==> config.mk <==
export PLATFORM = sky130hd
export DESIGN_NAME = wr_status_poller
export DESIGN_NICKNAME = d
export VERILOG_FILES = /design/src/rtl/wr_status_poller.sv
export SDC_FILE = /design/constraint.sdc
export NUM_CORES = 1
export LEC_CHECK = 0
export BUFFER_PORTS_ARGS = -buffer_cell sky130_fd_sc_hd__buf_2
export CAP_MARGIN = 20
export CORE_MARGIN = 2
export CORE_UTILIZATION = 40
export DETAILED_ROUTE_END_ITERATION = 12
export GPL_ROUTABILITY_DRIVEN = 1
export SETUP_SLACK_MARGIN = 0.02
export SYNTH_ARGS = -nofsm -noshare
export SYNTH_HDL_FRONTEND = slang
export SYNTH_SLANG_ARGS = --single-unit
==> constraint.sdc <==
create_clock -name clk -period 2.35 [get_ports clk]
set_input_delay 0.235 -clock clk [delete_from_list [all_inputs] [get_ports clk]]
set_output_delay 0.235 -clock clk [all_outputs]
set_load 0.05 [all_outputs]
==> src/rtl/wr_status_poller.sv <==
module wr_status_poller #(
  parameter int POLL_LIMIT = 16
) (
  input  logic       clk,
  input  logic       rst_n,
  input  logic       start,
  input  logic [7:0] exp_data,
  input  logic       toggle_mode,
  output logic       rd_req,
  input  logic       rd_valid,
  input  logic [7:0] rd_data,
  output logic       done,
  output logic       pass,
  output logic       timeout
);
  localparam int CW = $clog2(POLL_LIMIT + 1);
  localparam logic [CW-1:0] LAST = CW'(POLL_LIMIT - 1);

  typedef enum logic [1:0] {S_IDLE, S_REQ, S_WAIT} state_t;

  state_t        state;
  logic          confirming, second, have_prev, prev6, mode_q;
  logic [7:0]    exp_q;
  logic [CW-1:0] poll_cnt;

  wire steady   = have_prev && (rd_data[6] == prev6);
  wire apparent = mode_q ? steady : (rd_data[7] == exp_q[7]);
  wire good     = (rd_data == exp_q) && (!mode_q || steady);
  wire sample   = (state == S_WAIT) && rd_valid;

  assign rd_req = (state == S_REQ);

  always_ff @(posedge clk) begin
    if (!rst_n) begin
      state <= S_IDLE;
      confirming <= 1'b0;
      second <= 1'b0;
      have_prev <= 1'b0;
      prev6 <= 1'b0;
      mode_q <= 1'b0;
      exp_q <= '0;
      poll_cnt <= '0;
      done <= 1'b0;
      pass <= 1'b0;
      timeout <= 1'b0;
    end else begin
      done <= 1'b0;
      case (state)
        S_IDLE: if (start) begin
          state <= S_REQ;
          mode_q <= toggle_mode;
          exp_q <= exp_data;
          confirming <= 1'b0;
          second <= 1'b0;
          have_prev <= 1'b0;
          poll_cnt <= '0;
          pass <= 1'b0;
          timeout <= 1'b0;
        end
        S_REQ: state <= S_WAIT;
        default: if (sample) begin
          prev6 <= rd_data[6];
          have_prev <= 1'b1;
          state <= S_REQ;
          if (!confirming) begin
            if (apparent) begin
              confirming <= 1'b1;
              second <= 1'b0;
            end else if (poll_cnt == LAST) begin
              state <= S_IDLE;
              done <= 1'b1;
              timeout <= 1'b1;
            end else begin
              poll_cnt <= poll_cnt + 1'b1;
            end
          end else if (!good) begin
            state <= S_IDLE;
            done <= 1'b1;
          end else if (second) begin
            state <= S_IDLE;
            done <= 1'b1;
            pass <= 1'b1;
          end else begin
            second <= 1'b1;
          end
        end
      endcase
    end
  end

  a_r2_single_req: assert property (@(posedge clk) disable iff (!rst_n)
    rd_req |=> !rd_req);
  a_r8_done_pulse: assert property (@(posedge clk) disable iff (!rst_n)
    done |=> !done);
  a_r7_timeout_fails: assert property (@(posedge clk) disable iff (!rst_n)
    timeout |-> !pass);
  a_r8_result_held: assert property (@(posedge clk) disable iff (!rst_n)
    !$stable(pass) |-> (done || $past(start)));
  a_r2_no_req_at_end: assert property (@(posedge clk) disable iff (!rst_n)
    done |-> !rd_req);
endmodule

==> results of run 1 <==
how the worst max path moves through the flow:
stage / startpoint / end / cells after the start
2_1_floorplan: poll_cnt[0]$_SDFFE_PN0P_ / poll_cnt[2]$_SDFFE_PN0P_ / 6
3_3_place_gp: poll_cnt[0]$_SDFFE_PN0P_ / poll_cnt[2]$_SDFFE_PN0P_ / 6
3_5_place_dp: poll_cnt[0]$_SDFFE_PN0P_ / poll_cnt[2]$_SDFFE_PN0P_ / 6
4_1_cts: poll_cnt[0]$_SDFFE_PN0P_ / poll_cnt[2]$_SDFFE_PN0P_ / 6
5_1_grt: poll_cnt[0]$_SDFFE_PN0P_ / done$_SDFF_PP0_ / 6
6_report: poll_cnt[0]$_SDFFE_PN0P_ / poll_cnt[2]$_SDFFE_PN0P_ / 6
layout by cell type, fill, tap and decap left out, types with 2 or more instances in the layout:
cell,count
nand4_1,2
nand2_1,22
nand3_1,7
a31oi_1,3
buf_2,24
dfxtp_1,23
o21ai_0,2
nor3_1,2
clkbuf_4,3
nand3b_1,2
ha_1,2
a21oi_1,13
and2_1,2
inv_1,7
or2_2,2
mux2i_1,5
xor2_1,8
nor2_1,4
and3_1,2
area by class of cell:
cell class,instances,area (µm²),area share
clock buffers,3,22.52,0.01654
inverters,7,26.28,0.01930
multi-input cells,102,680.7,0.5000
flip-flops and latches,23,460.4,0.3382
repair buffers,25,127.6,0.09375
well taps,31,38.79,0.02849
clock inverters,1,5.005,0.003676
cell families (layout without fill, tap and decap cells):
logic type                 after synthesis  in the layout  synth area share
adders and majority gates                2              2           0.02090
AOI/OAI and AO/OA                       30             30            0.1756
muxes                                    5              5           0.04180
and+or+nand+nor                         56             56            0.2644
xor gates and xnor gates                 9              9           0.06583
DFF                                     23             23            0.3845
buffers and inverters                   11             36           0.04702
per-stage QoR:
| step | power (mW) | setup slack [ns] | cell area (µm²) | hold WS [ns] |
|---|---|---|---|---|
| 3_5_place_dp | 0.7255 | 0.6820 | 1334 | 0.4603 |
| 2_1_floorplan | 0.6662 | 0.8080 | 1197 | 0.3710 |
| 3_3_place_gp | 0.7192 | 0.7582 | 1334 | 0.4543 |
| 4_1_cts | 0.9110 | 0.6584 | 1361 | 0.1278 |
| 5_1_grt | 0.9596 | 0.5266 | 1361 | 0.1321 |
| 6_report | 0.9053 | 0.6757 | 1361 | 0.1332 |
flip-flops by register name (all words and copies together), names as in the netlist:
register,count
mode_q,1
done,1
state,2
second,1
prev6,1
exp_q,8
timeout,1
confirming,1
poll_cnt,5
pass,1
have_prev,1
where the power goes:
part,internal (mW),switching (mW)
Combinational,0.102,0.156
Clock,0.0638,0.125
Sequential,0.421,0.0377
Total,0.586,0.319
layer usage:
layer	up-vias	share of wire	wire [µm]
met5	-	0	0
met4	0	0.024	59
met3	7	0.046	113
met2	26	0.44	1096
met1	458	0.48	1196
li1	527	-	-
worst register-to-register path, delay by kind of cell, from the launching register on:
family | cells | cell delay, ns
compound gates | 3 | 0.57
flops | 1 | 0.36
simple gates | 1 | 0.19
fa+ha+maj | 2 | 0.46
==> impl_metrics.yaml, run 1 <==
run_status:
  status: "complete, but fails checks"
  violations: "DRC"
worst_setup_path:
  slowest_delay_ns: 0.36
  crit_path_cell_trace: "ha_1, and3_1, ha_1, a211oi_4, a31oi_1, a41o_1"
  crit_family: "compound AO/OA/AOI/OAI gates"
  cp.arrival_ns: 1.90
  reg2regPathDepth: 6
  reg2reg_to: "poll_cnt[2]$_SDFFE_PN0P_"
  crit_slowest_cell: "dfxtp_1"
  crit_fanout: 4
  crit_path_end_kind: "register"
  critical_path_class: "reg2reg"
  worstPathRequired_ns: 2.58
  start_kind: "register"
  crit_top_cell: "ha_1"
  reg2reg_from: "poll_cnt[0]$_SDFFE_PN0P_"
  rrSetupSlack_ns: 0.68
  cp.buffers_inverters: 0
clocking:
  clk_latency_ns: 0.32
  post_cts_buffers: 0
  cts_buffers: 3
  root_buffer: "clkbuf_4"
  cts_resized: 0
  hold_buffers: 0
  htreeDepth: 1
  clockBufferDepth: 2
  clk_pin_slew_ns: 0.13
  cts_tree: "yes"
  cts.sinks: 23
timing:
  max_freq_mhz: 597.3
  relSlewSlack: 0.6355
  fin_tns_setup_ns: 0
  period_needed_ns: 1.674
  clock_skew_ns: 0.002694
  worst_pin_slew_ns: 0.5461
  finalSetupViolCount: 0
  rsz0062_at_grt: "false"
  slew_violations: 0
  fin_crit_sh: 0.7124
  hold_viol: 0
synthesis:
  seq_area_frac_synth: 0.3845
  synth.most_common_cell: "dfxtp_1"
  synth_common_cells: "dfxtp_1 (23), nand2_1 (22), a21oi_1 (13), xor2_1 (8)"
  synth_area_per_cell_um2: 8.804
  synth_ff_type: "dfxtp_1"
  synthesis.area_um2: 1197
  synthCells: 136
  synth-seq-cells: 23
  netlist_top_cells_area: "dfxtp_1 (38%), nand2_1 (6.9%), xor2_1 (5.9%)"
  synth_top_area_cell: "dfxtp_1"
  yosys.area.top_type_share: 0.3845
  async_flop_share: 0
  synth.distinct_cells: 44
  synth_edf_count: 0
  yosys_warnings: 0
  syn-num-nets: 159
pwr:
  p_leak_nw: 0.6032
  powerDensity_nw_per_um2: 665.0
  irDropWorstVdd_v: 0.0003256
global_routing:
  grt.busiest_layer: "met2"
  antenna_found_initial: 0
  grt_pass1_wl_um: 4146
  grt_use_met3: 0.02637
  grt_overflow: 0
  grtUsageTotal: 0.1584
  grt_max_degree: 17
  use_met1: 0.2122
  grt_pass1_vias: 954
  use_met2: 0.2456
floorplanning:
  initial_core_util: 0.4269
  fp.dieArea_um2: 3447
  die_w_um: 58.71
  die_y_um: 58.71
  core.rowCount: 19
  coreArea_um2: 2805
  boundaryPins: 25
final_layout:
  final_nets: 185
  areaGrowthSynthToFinish_pct: 13.69
  utilization: 0.4853
  drive_gt1_frac: 0.2547
  nFillCells: 279
  fin_cells: 192
  n_antenna_cell: 0
placed_design:
  place_congestion: 0.8201
  port_buffers: 24
  place_inst: 188
  dp_hpwl_um: 1858
run:
  max-cap-violations: 0
drt:
  wire_per_inst_um: 12.84
  drc_errors: 2
  initialDrtViolationCount: 48
  viasPerCell: 5.302
  vias: 1018
  drt_wl_total_um: 2466
  ant_nets: 0
  drt-pass1-iter-count: 8
min_path:
  min_to: "exp_q[3]$_SDFFE_PN0P_"
  min_from: "exp_data[3]"
  hold_class: "in2reg"
  hold_depth: 3
Note: power is estimated with default switching activity, not from simulation.
==> inputs of run 2 (changes only) <==
==> constraint.sdc (replaced) <==
create_clock -name clk -period 1.6 [get_ports clk]
set_input_delay 0.16 -clock clk [delete_from_list [all_inputs] [get_ports clk]]
set_output_delay 0.16 -clock clk [all_outputs]
set_load 0.05 [all_outputs]
==> impl_metrics.yaml, run 2 (synthesis results as in run 1) <==
run_status:
  status: "complete, but fails checks"
  violations: "DRC"
global_routing:
  grt_max_degree: 15
  grt_pass1_wl_um: 4464
  use_met1: 0.2109
  grt.busiest_layer: "met2"
  antenna_found_initial: 0
  grtUsageTotal: 0.1694
  grt_overflow: 0
  grt_pass1_vias: 1023
  use_met2: 0.2873
  grt_use_met3: 0.03297
timing:
  clock_skew_ns: 0.01042
  hold_viol: 0
  finalSetupViolCount: 0
  period_needed_ns: 1.535
  fin_tns_setup_ns: 0
  fin_crit_sh: 0.9594
  relSlewSlack: 0.7346
  worst_pin_slew_ns: 0.3939
  slew_violations: 0
  rsz0062_at_grt: "true"
  max_freq_mhz: 651.4
clocking:
  clk_latency_ns: 0.32
  cts_buffers: 3
  hold_buffers: 0
  clk_pin_slew_ns: 0.13
  htreeDepth: 1
  root_buffer: "clkbuf_4"
  cts.sinks: 23
  cts_tree: "yes"
  clockBufferDepth: 2
worst_setup_path:
  cp.arrival_ns: 1.75
  worstPathRequired_ns: 1.81
  reg2regPathDepth: 6
  startpoint: "poll_cnt[1]$_SDFFE_PN0P_"
  rrSetupSlack_ns: 0.06
  critical_path_class: "reg2reg"
  crit_fanout: 4
  start_kind: "register"
  reg2reg_to: "poll_cnt[2]$_SDFFE_PN0P_"
  crit_end: "poll_cnt[2]$_SDFFE_PN0P_"
  reg2reg_from: "poll_cnt[1]$_SDFFE_PN0P_"
  crit_path_end_kind: "register"
final_layout:
  layout_common_cells: "buf_2 (24), nand2_1 (22), dfxtp_1 (21), a21oi_1 (13), buf_4 (10)"
  final_nets: 194
  utilization: 0.5205
  largest_register_ffs: 8
  n_antenna_cell: 0
  drive_gt1_frac: 0.3176
  nFillCells: 282
  top_regs: "exp_q (8), poll_cnt (5), state (2)"
  top_register: "exp_q"
  areaGrowthSynthToFinish_pct: 21.94
  layout_commonest_cell: "buf_2"
drt:
  ant_nets: 0
  drt_wl_total_um: 2590
  vias: 1073
  wire_per_inst_um: 12.89
  viasPerCell: 5.338
  initialDrtViolationCount: 30
  drc_errors: 2
  drt-pass1-iter-count: 8
floorplanning:
  core.rowCount: 19
  coreArea_um2: 2805
  boundaryPins: 25
  die_y_um: 58.71
  initial_core_util: 0.4269
  fp.dieArea_um2: 3447
  die_w_um: 58.71
pwr:
  p_leak_nw: 0.6432
  powerDensity_nw_per_um2: 951.6
  irDropWorstVdd_v: 0.0005212
min_path:
  hold_class: "in2reg"
placed_design:
  place_congestion: 0.8337
  port_buffers: 24
  dp_hpwl_um: 1999
run:
  max-cap-violations: 0
[run 2: cell types whose count changed in the layout (fill, tap and decap cells not counted)]
cell | previous run | this run
and3_4 | 0 | 1
dfxtp_1 | 23 | 21
clkbuf_1 | 0 | 1
and3_1 | 2 | 1
ha_4 | 0 | 2
buf_4 | 1 | 10
clkinv_2 | 1 | 0
dfxtp_2 | 0 | 2
ha_1 | 2 | 0
[run 2: power breakdown]
group	switching [mW]	internal [mW]
combinational	0.264	0.199
sequential	0.0365	0.619
clock	0.174	0.0975
total	0.474	0.915
[run 2: area by class of cell]
type | count | area [µm²] | area share
well taps | 31 | 38.79 | 0.02656
flip-flops and latches | 23 | 462.9 | 0.3171
multi-input cells | 102 | 710.7 | 0.4867
inverters | 7 | 26.28 | 0.01799
clock buffers | 4 | 26.28 | 0.01799
repair buffers | 34 | 195.2 | 0.1337
[run 2: layer usage]
metal | part of all wire | vias to the layer above
li1 | - | 548
met1 | 0.47 | 488
met2 | 0.46 | 33
met3 | 0.052 | 4
met4 | 0.012 | 0
met5 | 0 | -
[run 2: how the worst min path moves through the flow]
stage,endpoint,start,cells after the start
2_1_floorplan,exp_q[0]$_SDFFE_PN0P_,exp_data[0],2
3_3_place_gp,exp_q[0]$_SDFFE_PN0P_,exp_data[0],3
3_5_place_dp,exp_q[5]$_SDFFE_PN0P_,exp_data[5],3
4_1_cts,exp_q[5]$_SDFFE_PN0P_,exp_data[5],3
5_1_grt,exp_q[0]$_SDFFE_PN0P_,exp_data[0],3
6_report,exp_q[5]$_SDFFE_PN0P_,exp_data[5],3
[run 2: worst max-delay path, stage by stage (launching register included)]
cell	delay [ns]
dfxtp_2	0.36
ha_4	0.15
and3_4	0.18
ha_4	0.17
a211oi_4	0.24
a31oi_1	0.13
a41o_1	0.21
[run 2: timing repair]
item,CTS,global route
endpoints found under the setup margin,6,4
pin swaps,3,3
resized for setup,7,0
setup buffers,1,0
[run 2: through the flow]
step	hold slack [ns]	worst slack (ns)	instances	power, mW	area, µm²
after detailed placement	0.4068	-0.03421	196	1.120	1394
final	0.06152	0.06494	201	1.389	1460
after global routing	0.06933	0.01600	201	1.476	1460
after CTS	0.06368	0.02902	201	1.399	1460
after floorplan	0.2960	0.05802	136	0.9785	1197
after global placement	0.4005	0.02990	196	1.109	1394
